===== config.mk =====
export PLATFORM = sky130hd
export DESIGN_NAME = write_irq_decoder
export DESIGN_NICKNAME = d
export VERILOG_FILES = /design/src/rtl/wirq_pkg.sv /design/src/rtl/wirq_datapath.sv /design/src/rtl/wirq_ctrl.sv /design/src/rtl/write_irq_decoder.sv
export SDC_FILE = /design/constraint.sdc
export NUM_CORES = 1
export LEC_CHECK = 0
export ABC_AREA = 1
export BUFFER_PORTS_ARGS = -buffer_cell sky130_fd_sc_hd__buf_2
export CELL_PAD_IN_SITES_DETAIL_PLACEMENT = 1
export CELL_PAD_IN_SITES_GLOBAL_PLACEMENT = 2
export CORE_ASPECT_RATIO = 0.5
export CORE_MARGIN = 1.5
export CORE_UTILIZATION = 26
export DETAILED_ROUTE_END_ITERATION = 16
export HOLD_SLACK_MARGIN = 0.05
export PLACE_DENSITY_LB_ADDON = 0.1
export SETUP_SLACK_MARGIN = 0.5
export SLEW_MARGIN = 20
export SYNTH_ARGS = -nofsm -noshare
export SYNTH_HDL_FRONTEND = slang
export SYNTH_SLANG_ARGS = --single-unit
export TNS_END_PERCENT = 50

===== constraint.sdc =====
create_clock -name clk -period 2.58 [get_ports clk]
set_input_delay 0.387 -clock clk [delete_from_list [all_inputs] [get_ports clk]]
set_output_delay 0.387 -clock clk [all_outputs]
set_load 0.1 [all_outputs]

===== src/rtl/wirq_pkg.sv =====
package wirq_pkg;
  localparam int VEC_W = 5;

  typedef struct packed {
    logic             setEn;
    logic [VEC_W-1:0] setIdx;
    logic             clrEn;
    logic [VEC_W-1:0] clrIdx;
  } irqStrobe_t;
endpackage


===== src/rtl/wirq_datapath.sv =====
module wirq_datapath
  import wirq_pkg::*;
#(
  parameter int NUM_IRQ = 24
) (
  input  logic               clk,
  input  logic               rstN,
  input  irqStrobe_t         strobe,
  input  logic               cfgFeatWe,
  input  logic               cfgFeatVal,
  input  logic               cfgTrigWe,
  input  logic [VEC_W-1:0]   cfgTrigIdx,
  input  logic               cfgTrigLevel,
  output logic [NUM_IRQ-1:0] irr,
  output logic [NUM_IRQ-1:0] trigLevel,
  output logic               featEn,
  output logic               pendValid,
  output logic [VEC_W-1:0]   pendIdx
);

  always_ff @(posedge clk or negedge rstN) begin
    if (!rstN) featEn <= 1'b0;
    else if (cfgFeatWe) featEn <= cfgFeatVal;
  end

  for (genvar g = 0; g < NUM_IRQ; g++) begin : g_bit
    // set has priority over clear so a coincident write survives
    always_ff @(posedge clk or negedge rstN) begin
      if (!rstN) irr[g] <= 1'b0;
      else if (strobe.setEn && strobe.setIdx == VEC_W'(g)) irr[g] <= 1'b1;
      else if (strobe.clrEn && strobe.clrIdx == VEC_W'(g)) irr[g] <= 1'b0;
    end

    always_ff @(posedge clk or negedge rstN) begin
      if (!rstN) trigLevel[g] <= 1'b1;
      else if (cfgTrigWe && cfgTrigIdx == VEC_W'(g)) trigLevel[g] <= cfgTrigLevel;
    end

    p_level_blocks_r7: assert property (@(posedge clk) disable iff (!rstN)
      $rose(irr[g]) |-> $past(!trigLevel[g]));
  end

  always_comb begin
    pendIdx = '0;
    for (int i = NUM_IRQ - 1; i >= 0; i--) begin
      if (irr[i]) pendIdx = VEC_W'(i);
    end
  end
  assign pendValid = |irr;

  p_disabled_r2: assert property (@(posedge clk) disable iff (!rstN)
    !featEn |=> ((irr & ~$past(irr)) == '0));

  p_lowest_first_r8: assert property (@(posedge clk) disable iff (!rstN)
    pendValid |-> ((irr & ((NUM_IRQ'(1) << pendIdx) - NUM_IRQ'(1))) == '0));

  p_clear_r9: assert property (@(posedge clk) disable iff (!rstN)
    (strobe.clrEn && !(strobe.setEn && strobe.setIdx == strobe.clrIdx))
      |=> !irr[$past(strobe.clrIdx)]);

  p_merge_r10: assert property (@(posedge clk) disable iff (!rstN)
    strobe.setEn |=> irr[$past(strobe.setIdx)]);

endmodule


===== src/rtl/wirq_ctrl.sv =====
module wirq_ctrl
  import wirq_pkg::*;
#(
  parameter int               NUM_IRQ     = 24,
  parameter logic [31:0]      ASSERT_ADDR = 32'hFEC0_0020,
  parameter logic [NUM_IRQ-1:0] RSVD_MASK = 24'h00_2105
) (
  input  logic               clk,
  input  logic               rstN,
  input  logic               wrValid,
  input  logic [31:0]        wrAddr,
  input  logic [31:0]        wrData,
  input  logic [3:0]         wrByteEn,
  input  logic               featEn,
  input  logic [NUM_IRQ-1:0] trigLevel,
  input  logic               pendValid,
  input  logic [VEC_W-1:0]   pendIdx,
  input  logic               msgReady,
  output logic               wrClaim,
  output irqStrobe_t         strobe
);

  localparam int SPACE = 2 ** VEC_W;
  localparam int PAD   = SPACE - NUM_IRQ;
  // numbers beyond the supported range behave as reserved
  localparam logic [SPACE-1:0] BLOCK_EXT = {{PAD{1'b1}}, RSVD_MASK};

  logic [VEC_W-1:0] vec;
  logic [SPACE-1:0] levelExt;
  logic             legal;

  assign wrClaim  = wrValid && featEn && wrByteEn[0] && (wrAddr == ASSERT_ADDR);
  assign vec      = wrData[VEC_W-1:0];
  assign levelExt = {{PAD{1'b1}}, trigLevel};
  assign legal    = !BLOCK_EXT[vec] && !levelExt[vec];

  always_comb begin
    strobe        = '0;
    strobe.setEn  = wrClaim && legal;
    strobe.setIdx = vec;
    strobe.clrEn  = pendValid && msgReady;
    strobe.clrIdx = pendIdx;
  end

  p_range_r5: assert property (@(posedge clk) disable iff (!rstN)
    strobe.setEn |-> (strobe.setIdx < VEC_W'(NUM_IRQ)));

  p_claim_needs_enable_r2: assert property (@(posedge clk) disable iff (!rstN)
    wrClaim |-> featEn);

endmodule


===== src/rtl/write_irq_decoder.sv =====
module write_irq_decoder
  import wirq_pkg::*;
#(
  parameter int                 NUM_IRQ     = 24,
  parameter logic [31:0]        ASSERT_ADDR = 32'hFEC0_0020,
  parameter logic [NUM_IRQ-1:0] RSVD_MASK   = 24'h00_2105
) (
  input  logic               clk,
  input  logic               rstN,
  input  logic               wrValid,
  input  logic [31:0]        wrAddr,
  input  logic [31:0]        wrData,
  input  logic [3:0]         wrByteEn,
  output logic               wrClaim,
  input  logic               cfgFeatWe,
  input  logic               cfgFeatVal,
  input  logic               cfgTrigWe,
  input  logic [4:0]         cfgTrigIdx,
  input  logic               cfgTrigLevel,
  output logic               msgValid,
  output logic [4:0]         msgVector,
  input  logic               msgReady,
  output logic [NUM_IRQ-1:0] irqPending
);

  irqStrobe_t         strobe;
  logic [NUM_IRQ-1:0] trigLevel;
  logic               featEn;

  wirq_ctrl #(
    .NUM_IRQ(NUM_IRQ), .ASSERT_ADDR(ASSERT_ADDR), .RSVD_MASK(RSVD_MASK)
  ) u_ctrl (
    .clk(clk), .rstN(rstN),
    .wrValid(wrValid), .wrAddr(wrAddr), .wrData(wrData), .wrByteEn(wrByteEn),
    .featEn(featEn), .trigLevel(trigLevel),
    .pendValid(msgValid), .pendIdx(msgVector), .msgReady(msgReady),
    .wrClaim(wrClaim), .strobe(strobe)
  );

  wirq_datapath #(.NUM_IRQ(NUM_IRQ)) u_dp (
    .clk(clk), .rstN(rstN), .strobe(strobe),
    .cfgFeatWe(cfgFeatWe), .cfgFeatVal(cfgFeatVal),
    .cfgTrigWe(cfgTrigWe), .cfgTrigIdx(cfgTrigIdx), .cfgTrigLevel(cfgTrigLevel),
    .irr(irqPending), .trigLevel(trigLevel), .featEn(featEn),
    .pendValid(msgValid), .pendIdx(msgVector)
  );

  p_reset_r11: assert property (@(posedge clk) disable iff (!rstN)
    $rose(rstN) |-> (irqPending == '0));

endmodule


-- After elaboration in Yosys (flattened, before gate mapping)
Memory sizes are Yosys's and may differ from the RTL's.
Index checks and enable logic that the tools add are counted.
Widths: inputs -> output; s select.
- flip-flop bits (word level): 49
- bits in read-only memories: 32
- bits of input ports: 81
- output and inout bits: 31
- word-level logic and storage cells: 304
- memories kept: 1
- memory list (memory ; depth ; bits a word ; read ports ; clocked after memory_dff ; wr ports ; RTL line ; text):
    (no name shown) ; 32 ; 1 ; 1 ; 0 ; 0 ; wirq_ctrl.sv:35 ; assign legal = !BLOCK_EXT[vec] && !levelExt[vec];
- $lt $le $gt $ge: 1
- equal/unequal tests: 70
- muxes and demuxes: 75
- reduce and logical (&&, ||, !) cells: 108
- operator list (kind ; number):
    $eq 5x4->1 const B ; 24
    $eq 5x5->1 const B ; 24
    $mux 5 ; 24
    $logic_and 1x1->1 ; 78
    $eq 5x3->1 const B ; 12
    $mux 1 ; 50
    $reduce_bool 2->1 ; 24
    $eq 32x32->1 const B ; 1
    $eq 5x2->1 const B ; 6
    $reduce_or 24->1 ; 1
    $eq 5x1->1 const B ; 3
    $logic_not 5->1 ; 3
    $lt 5x6->1 const B ; 1
    $bmux 1 s5 ; 1
    $logic_not 1->1 ; 2

-- Depth between registers and ports, before layout
Gate-level depths: netlist (run 1).
- word-level depth: 28
- mapped depth: 28

-- Hierarchy
From an unflattened synthesis (run 1), not the netlist that was laid out.
- cells, all modules: 479
- area total of the unflattened synthesis: 3079.2 sq um
- by module, submodules not included (module ; instances ; cells each ; area an instance (sq um)):
    wirq_datapath ; 1 ; 350 ; 2513.7
    wirq_ctrl ; 1 ; 129 ; 565.5

-- Least setup slack after synthesis (run 1)
Ideal clock, no wire load.
- kind: reg-to-reg
- from: register u_dp.irr[2]
- to: register u_dp.irr[16]
- setup time: 0.122 ns
- arrival: 4.284 ns
- slack: -1.826 ns
- stages on the path, launching flop included: 9
- buffers on the path: 0
- period minus slack after synthesis: 4.406 ns
- cell sequence: dfrtp_1 > nor4_1 > nand2_1 > nor3_1 > nand2_1 > inv_1 > nand4_1 > nand2_1 > nand2_1
- cells in the longest elaborated chain, start to end: 6
- elaborated cells on any way between the ends: 8
- classes of those cells: eq/ne (1); mux (3); reduce/logical (4)
- ends and longest elaborated chain (element ; RTL line ; text):
    start, declared ; wirq_datapath.sv:14 ; output logic [NUM_IRQ-1:0] irr,
    start signal, assigned by index ; wirq_datapath.sv:29 ; if (!rstN) irr[g] <= 1'b0;
    start signal, assigned by index ; wirq_datapath.sv:30 ; else if (strobe.setEn && strobe.setIdx == VEC_W'(g)) irr[g] <= 1'b1;
    start signal, assigned by index ; wirq_datapath.sv:31 ; else if (strobe.clrEn && strobe.clrIdx == VEC_W'(g)) irr[g] <= 1'b0;
    $mux 5 (3 in series) ; wirq_datapath.sv:46 ; if (irr[i]) pendIdx = VEC_W'(i);
    net msgVector[4] ; write_irq_decoder.sv:21 ; output logic [4:0] msgVector,
    $eq 5x5->1 ; wirq_datapath.sv:31 ;
    $logic_and 1x1->1 ; wirq_datapath.sv:31 ;
    $reduce_bool 2->1 (no source line) ; -- ;
The timed path passes the listed nets, and every way through them passes these cells.
A chain may end at the register's enable or synchronous reset.

-- Worst setup path in the final report (run 1)
- from: register u_dp.irr[21]
- to: output msgVector[0]
- cells in the longest elaborated chain, start to end: 22
- ends and longest elaborated chain (element ; RTL line):
    $mux 5 (22 in series) ; wirq_datapath.sv:46
    end, declared ; write_irq_decoder.sv:21
No other way between the ends.

==> impl_metrics.prom, run 1 <==
# TYPE chip_impl_metric gauge
chip_impl_info{name="synth_top_flop_cell",value="sky130_fd_sc_hd__dfrtp_1"} 1
chip_impl_metric{name="aggregate_global_route_resource_usage",unit=""} 0.173
chip_impl_info{name="dr.max_layer_used",value="met4"} 1
chip_impl_metric{name="max-clock-path-buffers",unit=""} 2
chip_impl_metric{name="clock-skew-final",unit="ps"} 3.92
chip_impl_metric{name="placedCellCount",unit=""} 650
chip_impl_metric{name="first_pass_grt_wire_length",unit="microns"} 16200
chip_impl_info{name="crit_slowest_cell",value="sky130_fd_sc_hd__dfrtp_4"} 1
chip_impl_metric{name="routedWlPerCell",unit="microns"} 14.7
chip_impl_metric{name="grt_max_degree",unit=""} 25
chip_impl_metric{name="io_pins",unit=""} 112
chip_impl_metric{name="num_vias",unit=""} 3080
chip_impl_metric{name="timing_hold_violations_final",unit=""} 0
chip_impl_metric{name="final_period_util",unit=""} 1.07
chip_impl_info{name="ranking_of_synthesized_cells_by_area",value="sky130_fd_sc_hd__dfstp_2 22%, sky130_fd_sc_hd__dfrtp_1 21%, sky130_fd_sc_hd__nand2_1 17%"} 1
chip_impl_metric{name="initial_utilization",unit=""} 0.266
chip_impl_metric{name="clock_sinks",unit=""} 49
chip_impl_metric{name="worst_slew_pin_slew",unit="ps"} 685
chip_impl_metric{name="final_max_slew_viol_count",unit=""} 0
chip_impl_metric{name="total_placed_instance_area",unit="sq um"} 3800
chip_impl_info{name="tritoncts_clock_tree",value="done"} 1
chip_impl_metric{name="setup_violations_final",unit=""} 2
chip_impl_metric{name="met2_length",unit="microns"} 4410
chip_impl_metric{name="clk_latency",unit="ps"} 300
chip_impl_info{name="category_of_the_most_critical_setup_path",value="flop to output pin"} 1
chip_impl_metric{name="clock_tree.htree_level_count",unit=""} 2
chip_impl_metric{name="routabilityCongestion",unit=""} 0.791
chip_impl_metric{name="post-route-min-period",unit="ps"} 2750
chip_impl_metric{name="static-leakage-power",unit="nW"} 2.02
chip_impl_metric{name="worstHoldPathCells",unit=""} 2
chip_impl_info{name="synth_top_area_cell",value="sky130_fd_sc_hd__dfstp_2"} 1
chip_impl_metric{name="die_width",unit="microns"} 153
chip_impl_metric{name="io_buffer_count",unit=""} 81
chip_impl_info{name="outcome",value="finished, violations left"} 1
chip_impl_metric{name="maxCapViolations",unit=""} 0
chip_impl_metric{name="share_of_post_route_cells_with_drive_strength_above_1",unit=""} 0.420
chip_impl_metric{name="postSynthCellCount",unit=""} 410
chip_impl_metric{name="critical_path_cell_count",unit=""} 25
chip_impl_metric{name="finish.instance_area",unit="sq um"} 4200
chip_impl_metric{name="synth_top_cell_area_share",unit=""} 0.217
chip_impl_metric{name="yosysWarnings",unit=""} 0
chip_impl_metric{name="fin_nets",unit=""} 602
chip_impl_info{name="critical-path-top-cell-by-count",value="sky130_fd_sc_hd__nand2_1"} 1
chip_impl_info{name="violations_in_the_final_reports",value="negative setup slack"} 1
chip_impl_metric{name="post_synth_instance_area",unit="sq um"} 2910
chip_impl_metric{name="drc_violations_left",unit=""} 0
chip_impl_metric{name="vias_per_cell",unit=""} 4.62
chip_impl_metric{name="syn_nets",unit=""} 491
chip_impl_info{name="worst_hold_path.endpoint",value="u_dp.featEn$_DFFE_PN0P_"} 1
chip_impl_metric{name="synthDistinctLibCells",unit=""} 34
chip_impl_metric{name="antenna_found_initial",unit=""} 0
chip_impl_metric{name="detail-route-antenna-nets",unit=""} 0
chip_impl_metric{name="via_count_of_the_first_global_routing_pass",unit=""} 3165
chip_impl_metric{name="cp_max_fanout",unit=""} 3
chip_impl_info{name="worst_r2r_endpoint",value="u_dp.irr[23]$_DFFE_PN0P_"} 1
chip_impl_metric{name="clk_transition_reported_paths",unit="ps"} 70
chip_impl_metric{name="area.growth.synth_to_final",unit="%"} 44.2
chip_impl_metric{name="power-per-cell-area",unit="nW/um^2"} 1040
chip_impl_metric{name="synth_edf_count",unit=""} 0
chip_impl_info{name="hold_path_startpoint",value="cfgFeatVal"} 1
chip_impl_metric{name="setup_ws",unit="ps"} -169
chip_impl_metric{name="fmax",unit="GHz"} 0.364
chip_impl_metric{name="grt.overflow.total",unit=""} 0
chip_impl_metric{name="critical_path.max_stage_delay",unit="ps"} 480
chip_impl_metric{name="postRouteWirelength",unit="microns"} 9790
chip_impl_info{name="worstSetupStartpointType",value="flop"} 1
chip_impl_metric{name="die_h",unit="microns"} 77.8
chip_impl_metric{name="worstPathBufferInverterCount",unit=""} 3
chip_impl_metric{name="fp-row-count",unit=""} 27
chip_impl_metric{name="core_footprint",unit="sq um"} 10900
chip_impl_metric{name="hpwlAfterDp",unit="microns"} 7910
chip_impl_metric{name="die_area",unit="sq um"} 11900
chip_impl_info{name="rsz_0062_raised_after_global_routing",value="true"} 1
chip_impl_info{name="worst_hold_path_type",value="input port to flop"} 1
chip_impl_info{name="clk_root_buffer_cell",value="sky130_fd_sc_hd__clkbuf_16"} 1
chip_impl_metric{name="worst_r2r_path_depth",unit=""} 29
chip_impl_metric{name="maxSlewHeadroom",unit=""} 0.542
chip_impl_metric{name="cts_buffers",unit=""} 5
chip_impl_metric{name="n_fill_cell",unit=""} 1358
chip_impl_info{name="critPathCaptureType",value="output pin"} 1
chip_impl_metric{name="drt_first_iter_violations",unit=""} 74
chip_impl_info{name="worst_path_dominant_cell_family",value="simple AND/OR/NAND/NOR gates"} 1
chip_impl_metric{name="drt-pass1-iter-count",unit=""} 4
chip_impl_metric{name="detail_route.wirelength.met1",unit="microns"} 4840
chip_impl_metric{name="average_cell_area_after_synthesis",unit="sq um"} 7.10
chip_impl_info{name="post-synth-top-count-cell",value="sky130_fd_sc_hd__nand2_1"} 1
chip_impl_metric{name="ys_ff_latch",unit=""} 49
chip_impl_metric{name="synth.yosys.seq_area_share",unit=""} 0.432
chip_impl_info{name="synth_commonest_cells",value="129 x sky130_fd_sc_hd__nand2_1, 61 x sky130_fd_sc_hd__inv_1, 35 x sky130_fd_sc_hd__o21ai_0"} 1
chip_impl_metric{name="reg2reg_setup_slack",unit="ps"} 10
chip_impl_info{name="r2r-start",value="u_dp.irr[22]$_DFFE_PN0P_"} 1
chip_impl_metric{name="num_antenna_cells",unit=""} 0
chip_impl_metric{name="async_flop_share",unit=""} 1.00
chip_impl_metric{name="route.met3.wl",unit="microns"} 477
chip_impl_metric{name="ir_worst_vdd",unit="uV"} 602
chip_impl_metric{name="timing.critical_path.required",unit="ps"} 2190
chip_impl_info{name="startpoint",value="u_dp.irr[21]$_DFFE_PN0P_"} 1
chip_impl_metric{name="worst_ep_arrival_time",unit="ps"} 2360
chip_impl_metric{name="stdcell_count",unit=""} 667
## worst max path at each step
stage | to | slack, ps
finish | msgVector[0] | -170
global placement | msgVector[0] | 40
floorplan | msgVector[0] | -60
detailed placement | msgVector[0] | 50
CTS | msgVector[0] | -220
global route | msgVector[0] | -480
## power breakdown
group | internal [mW] | leakage (nW) | switching (mW)
Combinational | 0.764 | 1.39 | 1.85
Clock | 0.411 | 0.0799 | 0.296
Sequential | 0.955 | 0.551 | 0.0788
## repair_timing
item | 4_1_cts | 5_1_grt
hold buffers | 1 | 0
pin swaps | 8 | 17
endpoints found under the hold margin | 12 | 0
resized for setup | 25 | 33
cloned | 0 | 0
buffers inserted | 5 | 3
setup endpoints to repair | 31 | 31
## cells by family (layout without fill, tap and decap cells)
family,after synthesis,in the layout,synth area share
and+or+nand+nor,223,223,0.340
AOI/OAI and AO/OA,69,69,0.136
buffers and inverters,68,180,0.0886
DFF,49,49,0.432
muxes,1,1,0.00387
## per-stage QoR
step                      setup slack, ps  TNS [ps]  hold slack, ps   util  total power [mW]
after global placement               36.9         0             327  0.347              3.24
after global routing                 -476     -4860             339  0.383              4.61
after floorplan                     -59.2     -63.8            91.4      -              2.64
after CTS                            -217      -318             319  0.372              4.19
after detailed placement             49.1         0             318  0.347              3.24
final                                -169      -277             326  0.383              4.36
## cell usage in the layout, fill, tap and decap left out, types with 8 or more instances in the layout
master	n
sky130_fd_sc_hd__o21ai_0	21
sky130_fd_sc_hd__a21oi_1	12
sky130_fd_sc_hd__o21ai_2	11
sky130_fd_sc_hd__nand2_1	121
sky130_fd_sc_hd__nand4_1	8
sky130_fd_sc_hd__buf_4	24
sky130_fd_sc_hd__nand2_2	9
sky130_fd_sc_hd__inv_1	56
sky130_fd_sc_hd__a31oi_1	11
sky130_fd_sc_hd__dfrtp_2	10
sky130_fd_sc_hd__dfrtp_4	14
sky130_fd_sc_hd__buf_2	75
sky130_fd_sc_hd__dfstp_2	24
sky130_fd_sc_hd__nand3_1	19
sky130_fd_sc_hd__nor2_1	27
## state kept, by name, indices dropped and copies added, names as in the netlist
| register | cells |
|---|---|
| u_dp.featEn | 1 |
| u_dp.irr | 24 |
| u_dp.trigLevel | 24 |
## layer usage
metal	vias to the layer above	global-route usage
met2	65	0.295
li1	1560	-
met3	7	0.0458
met5	-	0
met1	1448	0.223
met4	0	0.0308
## cell type report
cell class | count | area, sq um | share of cell area
Clock buffer | 7 | 153 | 0.0364
Tap cell | 145 | 181 | 0.0432
Timing Repair Buffer | 110 | 708 | 0.169
Clock inverter | 1 | 5.00 | 0.00119
Sequential cell | 49 | 1320 | 0.315
Inverter | 62 | 240 | 0.0573
Multi-Input combinational cell | 293 | 1590 | 0.378
Power figures use the tool's default switching activity.
==> run 2: changes to the inputs <==
--- a/config.mk
+++ b/config.mk
@@ -11,13 +11,15 @@
 export CELL_PAD_IN_SITES_GLOBAL_PLACEMENT = 2
 export CORE_ASPECT_RATIO = 0.5
 export CORE_MARGIN = 1.5
-export CORE_UTILIZATION = 26
+export CORE_UTILIZATION = 25
 export DETAILED_ROUTE_END_ITERATION = 16
 export HOLD_SLACK_MARGIN = 0.05
 export PLACE_DENSITY_LB_ADDON = 0.1
+export RECOVER_POWER = 50
 export SETUP_SLACK_MARGIN = 0.5
 export SLEW_MARGIN = 20
 export SYNTH_ARGS = -nofsm -noshare
 export SYNTH_HDL_FRONTEND = slang
+export SYNTH_HIERARCHICAL = 1
 export SYNTH_SLANG_ARGS = --single-unit
 export TNS_END_PERCENT = 50
==> run 2 against run 1 <==
The run ends with max-capacitance violations, max-slew violations, negative setup slack left; power fell by 60%; clock power fell by 10%; clock skew increased by 5.5 ps; design area down 2.1%; largest power group is now registers; via count rose by 0.78%.
==> impl_metrics.prom, run 2 <==
# TYPE chip_impl_metric gauge
chip_impl_metric{name="io_pins",unit=""} 112
chip_impl_metric{name="drt_first_iter_violations",unit=""} 114
chip_impl_metric{name="aggregate_global_route_resource_usage",unit=""} 0.170
chip_impl_metric{name="num_antenna_cells",unit=""} 0
chip_impl_metric{name="clock_tree.htree_level_count",unit=""} 2
chip_impl_metric{name="regArea",unit="sq um"} 1220
chip_impl_metric{name="die_width",unit="microns"} 157
chip_impl_metric{name="swShare",unit=""} 0.267
chip_impl_metric{name="maxSlewHeadroom",unit=""} -0.226
chip_impl_metric{name="timing_hold_violations_final",unit=""} 0
chip_impl_metric{name="maxCapViolations",unit=""} 1
chip_impl_metric{name="layout.core_utilization",unit=""} 0.365
chip_impl_metric{name="grt_max_degree",unit=""} 33
chip_impl_metric{name="hpwlAfterDp",unit="microns"} 7720
chip_impl_metric{name="die_area",unit="sq um"} 12600
chip_impl_metric{name="n_fill_cell",unit=""} 1464
chip_impl_metric{name="cp_max_fanout",unit=""} 2
chip_impl_info{name="violations_in_the_final_reports",value="max-capacitance violations, max-slew violations, negative setup slack"} 1
chip_impl_metric{name="largest_register_ffs",unit=""} 24
chip_impl_metric{name="combinationalPowerShare",unit=""} 0.138
chip_impl_metric{name="yosysWarnings",unit=""} 6
chip_impl_metric{name="fmax",unit="GHz"} 0.355
chip_impl_metric{name="timing.critical_path.required",unit="ps"} 2190
chip_impl_metric{name="fin_nets",unit=""} 641
chip_impl_metric{name="worst_ep_arrival_time",unit="ps"} 2430
chip_impl_metric{name="power-per-cell-area",unit="nW/um^2"} 426
chip_impl_info{name="worstSetupStartpointType",value="flop"} 1
chip_impl_metric{name="core_footprint",unit="sq um"} 11200
chip_impl_metric{name="clock-skew-final",unit="ps"} 9.47
chip_impl_metric{name="clock_sinks",unit=""} 46
chip_impl_metric{name="multiInputGateArea",unit="sq um"} 1630
chip_impl_info{name="biggestRegsByFlops",value="u_dp/irr (24), u_dp/trigLevel (21), u_dp/featEn (1)"} 1
chip_impl_metric{name="clk_transition_reported_paths",unit="ps"} 70
chip_impl_metric{name="power.switching",unit="mW"} 0.467
chip_impl_metric{name="clk_latency",unit="ps"} 290
chip_impl_info{name="final_cell_mix",value="156 x sky130_fd_sc_hd__nand2_1, 73 x sky130_fd_sc_hd__buf_2, 63 x sky130_fd_sc_hd__inv_1"} 1
chip_impl_info{name="tritoncts_clock_tree",value="done"} 1
chip_impl_metric{name="drc_violations_left",unit=""} 0
chip_impl_metric{name="reg2reg_setup_slack",unit="ps"} -100
chip_impl_metric{name="ir_worst_vdd",unit="uV"} 236
chip_impl_metric{name="fp-row-count",unit=""} 27
chip_impl_metric{name="pwr-share-seq",unit=""} 0.499
chip_impl_info{name="outcome",value="finished, violations left"} 1
chip_impl_metric{name="io_buffer_count",unit=""} 81
chip_impl_metric{name="design_power_total",unit="mW"} 1.75
chip_impl_info{name="largest_register",value="u_dp/irr"} 1
chip_impl_metric{name="post_synth_instance_area",unit="sq um"} 2960
chip_impl_metric{name="cell_internal_pwr",unit="mW"} 1.28
chip_impl_metric{name="clock_power_share",unit=""} 0.364
chip_impl_metric{name="post-route-min-period",unit="ps"} 2820
chip_impl_metric{name="worst_slew_pin_slew",unit="ps"} 1840
chip_impl_metric{name="average_cell_area_after_synthesis",unit="sq um"} 6.34
chip_impl_metric{name="share_of_post_route_cells_with_drive_strength_above_1",unit=""} 0.373
chip_impl_metric{name="setup_violations_final",unit=""} 14
chip_impl_metric{name="cts_buffers",unit=""} 5
chip_impl_metric{name="first_pass_grt_wire_length",unit="microns"} 16500
chip_impl_metric{name="vias_per_cell",unit=""} 4.31
chip_impl_metric{name="final_max_slew_viol_count",unit=""} 33
chip_impl_info{name="worst_hold_path_type",value="input port to flop"} 1
chip_impl_info{name="leading_cell_type_in_the_layout_fill_and_taps_excluded",value="sky130_fd_sc_hd__nand2_1"} 1
chip_impl_metric{name="drt-pass1-iter-count",unit=""} 4
chip_impl_info{name="rsz_0062_raised_after_global_routing",value="true"} 1
chip_impl_metric{name="die_h",unit="microns"} 80.0
chip_impl_info{name="category_of_the_most_critical_setup_path",value="flop to output pin"} 1
chip_impl_metric{name="detail-route-antenna-nets",unit=""} 0
chip_impl_metric{name="postSynthCellCount",unit=""} 467
chip_impl_metric{name="routabilityCongestion",unit=""} 0.790
chip_impl_metric{name="postCtsHoldBufs",unit=""} 0
chip_impl_metric{name="grt.overflow.total",unit=""} 0
chip_impl_info{name="clk_root_buffer_cell",value="sky130_fd_sc_hd__clkbuf_16"} 1
chip_impl_metric{name="max-clock-path-buffers",unit=""} 2
chip_impl_metric{name="num_vias",unit=""} 3104
chip_impl_metric{name="final_period_util",unit=""} 1.09
chip_impl_metric{name="postRouteWirelength",unit="microns"} 9690
chip_impl_metric{name="via_count_of_the_first_global_routing_pass",unit=""} 3287
chip_impl_metric{name="routedWlPerCell",unit="microns"} 13.5
chip_impl_metric{name="syn_nets",unit=""} 548
chip_impl_metric{name="area.growth.synth_to_final",unit="%"} 38.6
chip_impl_metric{name="setup_ws",unit="ps"} -238
chip_impl_metric{name="static-leakage-power",unit="nW"} 2.18
chip_impl_metric{name="antenna_found_initial",unit=""} 0
chip_impl_info{name="critPathCaptureType",value="output pin"} 1
chip_impl_metric{name="initial_utilization",unit=""} 0.263
[run 2: metal layers]
| layer | global-route usage | vias to the layer above | routed length (microns) | share of wire |
|---|---|---|---|---|
| li1 | - | 1610 | - | - |
| met1 | 0.229 | 1439 | 4970 | 0.51 |
| met2 | 0.285 | 50 | 4360 | 0.45 |
| met3 | 0.0315 | 5 | 291 | 0.030 |
| met4 | 0.0343 | 0 | 68 | 0.0070 |
| met5 | 0 | - | 0 | 0 |
[run 2: power by group through the flow]
stage	sequential (mW)	combinational (mW)	clock (mW)
after floorplan	0.871	0.158	0
after global placement	0.885	0.237	0
after detailed placement	0.887	0.246	0
after CTS	0.875	0.248	0.662
after global routing	0.884	0.286	0.689
final	0.873	0.241	0.636
[run 2: through the flow]
stage | cells | TNS [ps] | area, sq um | hold WS, ps | setup WS, ps
after floorplan | 467 | -11430 | 3080 | 91.4 | -484
after global placement | 707 | -1340 | 3750 | 471 | -113
after detailed placement | 707 | -1290 | 3750 | 482 | -105
after CTS | 718 | -1010 | 3940 | 220 | -270
after global routing | 720 | -7780 | 4110 | 325 | -519
final | 720 | -1130 | 4110 | 335 | -238
[run 2: final cells by class]
class	instances	area share
tap	159	0.0484
timing repair buffer	101	0.154
clock inverter	3	0.00396
sequential	46	0.296
inverter	74	0.0695
clock buffer	5	0.0305
multi-input combinational	332	0.397
[run 2: path summary, 6_finish.rpt]
kind                                                startpoint  depth (start not counted)                        endpoint
worst max register to register        u_dp/irr[23]$_DFFE_PN0P_                         29        u_dp/irr[22]$_DFFE_PN0P_
max in group asynchronous                                 rstN                          1         u_dp/irr[2]$_DFFE_PN0P_
worst max-delay path                  u_dp/irr[22]$_DFFE_PN0P_                         25                    msgVector[0]
min in group asynchronous                                 rstN                          1        u_dp/irr[21]$_DFFE_PN0P_
worst min-delay path                                cfgFeatVal                          2         u_dp/featEn$_DFFE_PN0P_
worst min register to register  u_dp/trigLevel[12]$_DFFE_PN1P_                          2  u_dp/trigLevel[12]$_DFFE_PN1P_
[run 2: what timing repair did]
action / CTS / global route
setup endpoints to repair: 30 / 30
pin swaps: 9 / 20
buffers inserted: 3 / 2
gates resized for setup: 18 / 52
[run 2: critical path, cell delays in order, from the launching register on]
cell and delay [ps]:
sky130_fd_sc_hd__dfrtp_4 480, sky130_fd_sc_hd__inv_2 70, sky130_fd_sc_hd__nand2_4 60, sky130_fd_sc_hd__nand2_2 50, sky130_fd_sc_hd__nand2_1 50, sky130_fd_sc_hd__nand2_1 50, sky130_fd_sc_hd__nand2_1 60, sky130_fd_sc_hd__nand2_1 60
sky130_fd_sc_hd__nand2_1 50, sky130_fd_sc_hd__nand2_1 50, sky130_fd_sc_hd__nand2_1 40, sky130_fd_sc_hd__nand2_1 50, sky130_fd_sc_hd__nand2_1 40, sky130_fd_sc_hd__nand2_1 60, sky130_fd_sc_hd__nand2_2 60, sky130_fd_sc_hd__nand2_2 60
sky130_fd_sc_hd__nand2_2 60, sky130_fd_sc_hd__nand2_1 60, sky130_fd_sc_hd__nand2_1 60, sky130_fd_sc_hd__nand2_2 60, sky130_fd_sc_hd__nand2_2 50, sky130_fd_sc_hd__nand2_2 60, sky130_fd_sc_hd__nand2_2 60, sky130_fd_sc_hd__a21oi_4 160
sky130_fd_sc_hd__buf_6 130, sky130_fd_sc_hd__buf_12 160
==> run 3: changes to the inputs <==
--- a/config.mk
+++ b/config.mk
@@ -9,7 +9,7 @@
 export BUFFER_PORTS_ARGS = -buffer_cell sky130_fd_sc_hd__buf_2
 export CELL_PAD_IN_SITES_DETAIL_PLACEMENT = 1
 export CELL_PAD_IN_SITES_GLOBAL_PLACEMENT = 2
-export CORE_ASPECT_RATIO = 0.5
+export CORE_ASPECT_RATIO = 0.9
 export CORE_MARGIN = 1.5
 export CORE_UTILIZATION = 25
 export DETAILED_ROUTE_END_ITERATION = 16
==> run 3 against run 2 <==
Hold slack better by 9.6 ps; the run still ends with max-capacitance violations, max-slew violations, negative setup slack left; combinational power about the same; critical path depth unchanged; cell count down 0.56%; core utilization down 1.0 points; routed wire length down 0.54%; first-iteration DRC count down 23%.
==> impl_metrics.prom, run 3 (synthesis results as in run 2) <==
# TYPE chip_impl_metric gauge
chip_impl_metric{name="final_max_slew_viol_count",unit=""} 32
chip_impl_metric{name="share_of_post_route_cells_with_drive_strength_above_1",unit=""} 0.357
chip_impl_metric{name="die_area",unit="sq um"} 12500
chip_impl_metric{name="drt-pass1-iter-count",unit=""} 4
chip_impl_info{name="leading_cell_type_in_the_layout_fill_and_taps_excluded",value="sky130_fd_sc_hd__nand2_1"} 1
chip_impl_metric{name="setup-tns-final",unit="ps"} -1380
chip_impl_metric{name="core_footprint",unit="sq um"} 11500
chip_impl_metric{name="timing_hold_violations_final",unit=""} 0
chip_impl_metric{name="aggregate_global_route_resource_usage",unit=""} 0.163
chip_impl_metric{name="grt_max_degree",unit=""} 32
chip_impl_metric{name="fp-row-count",unit=""} 37
chip_impl_metric{name="routabilityCongestion",unit=""} 0.768
chip_impl_metric{name="worst_slew_pin_slew",unit="ps"} 1810
chip_impl_metric{name="largest_register_ffs",unit=""} 24
chip_impl_metric{name="hpwlAfterDp",unit="microns"} 7850
chip_impl_metric{name="postCtsHoldBufs",unit=""} 0
chip_impl_info{name="clk_root_buffer_cell",value="sky130_fd_sc_hd__clkbuf_16"} 1
chip_impl_metric{name="routedWlPerCell",unit="microns"} 13.5
chip_impl_info{name="outcome",value="finished, violations left"} 1
chip_impl_metric{name="post-route-min-period",unit="ps"} 2750
chip_impl_metric{name="design_power_total",unit="mW"} 1.74
chip_impl_metric{name="static-leakage-power",unit="nW"} 2.18
chip_impl_metric{name="cts_buffers",unit=""} 5
chip_impl_metric{name="detail_route.wirelength.met1",unit="microns"} 5110
chip_impl_metric{name="final_period_util",unit=""} 1.07
chip_impl_metric{name="fmax",unit="GHz"} 0.364
chip_impl_metric{name="via_count_of_the_first_global_routing_pass",unit=""} 3267
chip_impl_info{name="rsz_0062_raised_after_global_routing",value="true"} 1
chip_impl_metric{name="clk_latency",unit="ps"} 290
chip_impl_metric{name="clock-skew-final",unit="ps"} 8.64
chip_impl_metric{name="io_pins",unit=""} 112
chip_impl_metric{name="antenna_found_initial",unit=""} 0
chip_impl_metric{name="vias_per_cell",unit=""} 4.39
chip_impl_info{name="dr.max_layer_used",value="met4"} 1
chip_impl_metric{name="drc_violations_left",unit=""} 0
chip_impl_metric{name="max-clock-path-buffers",unit=""} 2
chip_impl_metric{name="clock_sinks",unit=""} 46
chip_impl_metric{name="drt_first_iter_violations",unit=""} 88
chip_impl_info{name="final_cell_mix",value="162 x sky130_fd_sc_hd__nand2_1, 74 x sky130_fd_sc_hd__buf_2, 63 x sky130_fd_sc_hd__inv_1"} 1
chip_impl_info{name="worst_hold_path_type",value="input port to flop"} 1
chip_impl_info{name="largest_register",value="u_dp/irr"} 1
chip_impl_metric{name="ir_worst_vdd",unit="uV"} 228
chip_impl_metric{name="clk_transition_reported_paths",unit="ps"} 70
chip_impl_metric{name="clock_tree.htree_level_count",unit=""} 2
chip_impl_metric{name="finish.instance_area",unit="sq um"} 4070
chip_impl_metric{name="postRouteWirelength",unit="microns"} 9640
chip_impl_metric{name="met2_length",unit="microns"} 4030
chip_impl_metric{name="io_buffer_count",unit=""} 81
chip_impl_metric{name="initial_utilization",unit=""} 0.258
chip_impl_metric{name="maxCapViolations",unit=""} 1
chip_impl_info{name="critPathCaptureType",value="output pin"} 1
chip_impl_metric{name="worst_ep_arrival_time",unit="ps"} 2360
chip_impl_metric{name="grt.overflow.total",unit=""} 0
chip_impl_metric{name="total_placed_instance_area",unit="sq um"} 3730
chip_impl_info{name="biggestRegsByFlops",value="u_dp/irr (24), u_dp/trigLevel (21), u_dp/featEn (1)"} 1
chip_impl_metric{name="route.met3.wl",unit="microns"} 417
chip_impl_metric{name="fin_nets",unit=""} 640
chip_impl_metric{name="die_h",unit="microns"} 106
chip_impl_info{name="violations_in_the_final_reports",value="max-capacitance violations, max-slew violations, negative setup slack"} 1
chip_impl_metric{name="setup_violations_final",unit=""} 24
chip_impl_metric{name="die_width",unit="microns"} 118
chip_impl_metric{name="timing.critical_path.required",unit="ps"} 2190
chip_impl_metric{name="maxSlewHeadroom",unit=""} -0.209
chip_impl_info{name="worstSetupStartpointType",value="flop"} 1
chip_impl_metric{name="first_pass_grt_wire_length",unit="microns"} 16300
chip_impl_metric{name="dp_worst_setup_slack",unit="ps"} -116
chip_impl_metric{name="cp_max_fanout",unit=""} 2
chip_impl_metric{name="area.growth.synth_to_final",unit="%"} 37.4
chip_impl_info{name="tritoncts_clock_tree",value="done"} 1
chip_impl_metric{name="setup_ws",unit="ps"} -171
chip_impl_metric{name="power-per-cell-area",unit="nW/um^2"} 427
chip_impl_info{name="category_of_the_most_critical_setup_path",value="flop to output pin"} 1
chip_impl_metric{name="num_antenna_cells",unit=""} 0
chip_impl_metric{name="detail-route-antenna-nets",unit=""} 0
chip_impl_metric{name="num_vias",unit=""} 3144
==> run 3: cell count changes in the layout (fill, tap and decap cells not counted), sizes merged <==
cell / previous run / this run
clkbuf: 8 / 11
clkinvlp: 1 / 0
buf: 98 / 95
==> run 3: routing by layer <==
layer,track usage,vias to the layer above
met5,0,-
met4,0.0366,0
met3,0.0306,5
met2,0.250,66
met1,0.237,1461
li1,-,1612
==> run 3: final timing paths <==
path	from	to	slack, ps	depth (start not counted)
max reg2reg	u_dp/irr[22]$_DFFE_PN0P_	u_dp/irr[5]$_DFFE_PN0P_	-100	31
max	u_dp/irr[22]$_DFFE_PN0P_	msgVector[0]	-170	25
min	cfgFeatVal	u_dp/featEn$_DFFE_PN0P_	340	2
min in group asynchronous	rstN	u_dp/irr[19]$_DFFE_PN0P_	590	1
max in group asynchronous	rstN	u_dp/irr[22]$_DFFE_PN0P_	710	1
min reg2reg	u_dp/trigLevel[12]$_DFFE_PN1P_	u_dp/trigLevel[12]$_DFFE_PN1P_	490	2
==> run 3: per-stage QoR <==
stage,utilization,std cells,hold slack (ps)
global placement,0.325,704,473
global route,0.355,716,341
floorplan,-,467,91.4
CTS,0.339,714,196
detailed placement,0.325,704,483
finish,0.355,716,344
==> run 3: cell type report <==
cell class	count	area, sq um
Fill cell	1505	7410
Multi-Input combinational cell	332	1620
Sequential cell	46	1220
Timing Repair Buffer	100	619
Inverter	74	285
Tap cell	156	195
Clock buffer	6	129
Clock inverter	2	8.76
==> run 3: where the power goes <==
part           total (mW)  internal [mW]  switching (mW)
clock network       0.623          0.355           0.269
logic               0.243         0.0946           0.148
registers           0.871          0.834          0.0368
total                1.74           1.28           0.454
==> run 3: worst max-delay path, stage by stage, from the launching register on <==
cell,delay [ps]
sky130_fd_sc_hd__dfrtp_4,480
sky130_fd_sc_hd__inv_2,60
sky130_fd_sc_hd__nand2_2,40
sky130_fd_sc_hd__nand2_1,50
sky130_fd_sc_hd__nand2_1,40
sky130_fd_sc_hd__nand2_1,50
sky130_fd_sc_hd__nand2_1,50
sky130_fd_sc_hd__nand2_1,70
sky130_fd_sc_hd__nand2_2,70
sky130_fd_sc_hd__nand2_1,60
sky130_fd_sc_hd__nand2_1,40
sky130_fd_sc_hd__nand2_1,50
sky130_fd_sc_hd__nand2_1,40
sky130_fd_sc_hd__nand2_1,50
sky130_fd_sc_hd__nand2_1,50
sky130_fd_sc_hd__nand2_1,50
sky130_fd_sc_hd__nand2_1,50
sky130_fd_sc_hd__nand2_1,70
sky130_fd_sc_hd__nand2_1,60
sky130_fd_sc_hd__nand2_1,50
sky130_fd_sc_hd__nand2_1,50
sky130_fd_sc_hd__nand2_1,70
sky130_fd_sc_hd__nand2_2,60
sky130_fd_sc_hd__a21oi_4,140
sky130_fd_sc_hd__buf_6,120
sky130_fd_sc_hd__buf_12,160
==> run 3: what timing repair did <==
action                     4_1_cts  5_1_grt
pin swaps                        9       20
setup buffers                    2        2
resized for setup               12       53
setup endpoints to repair       30       30
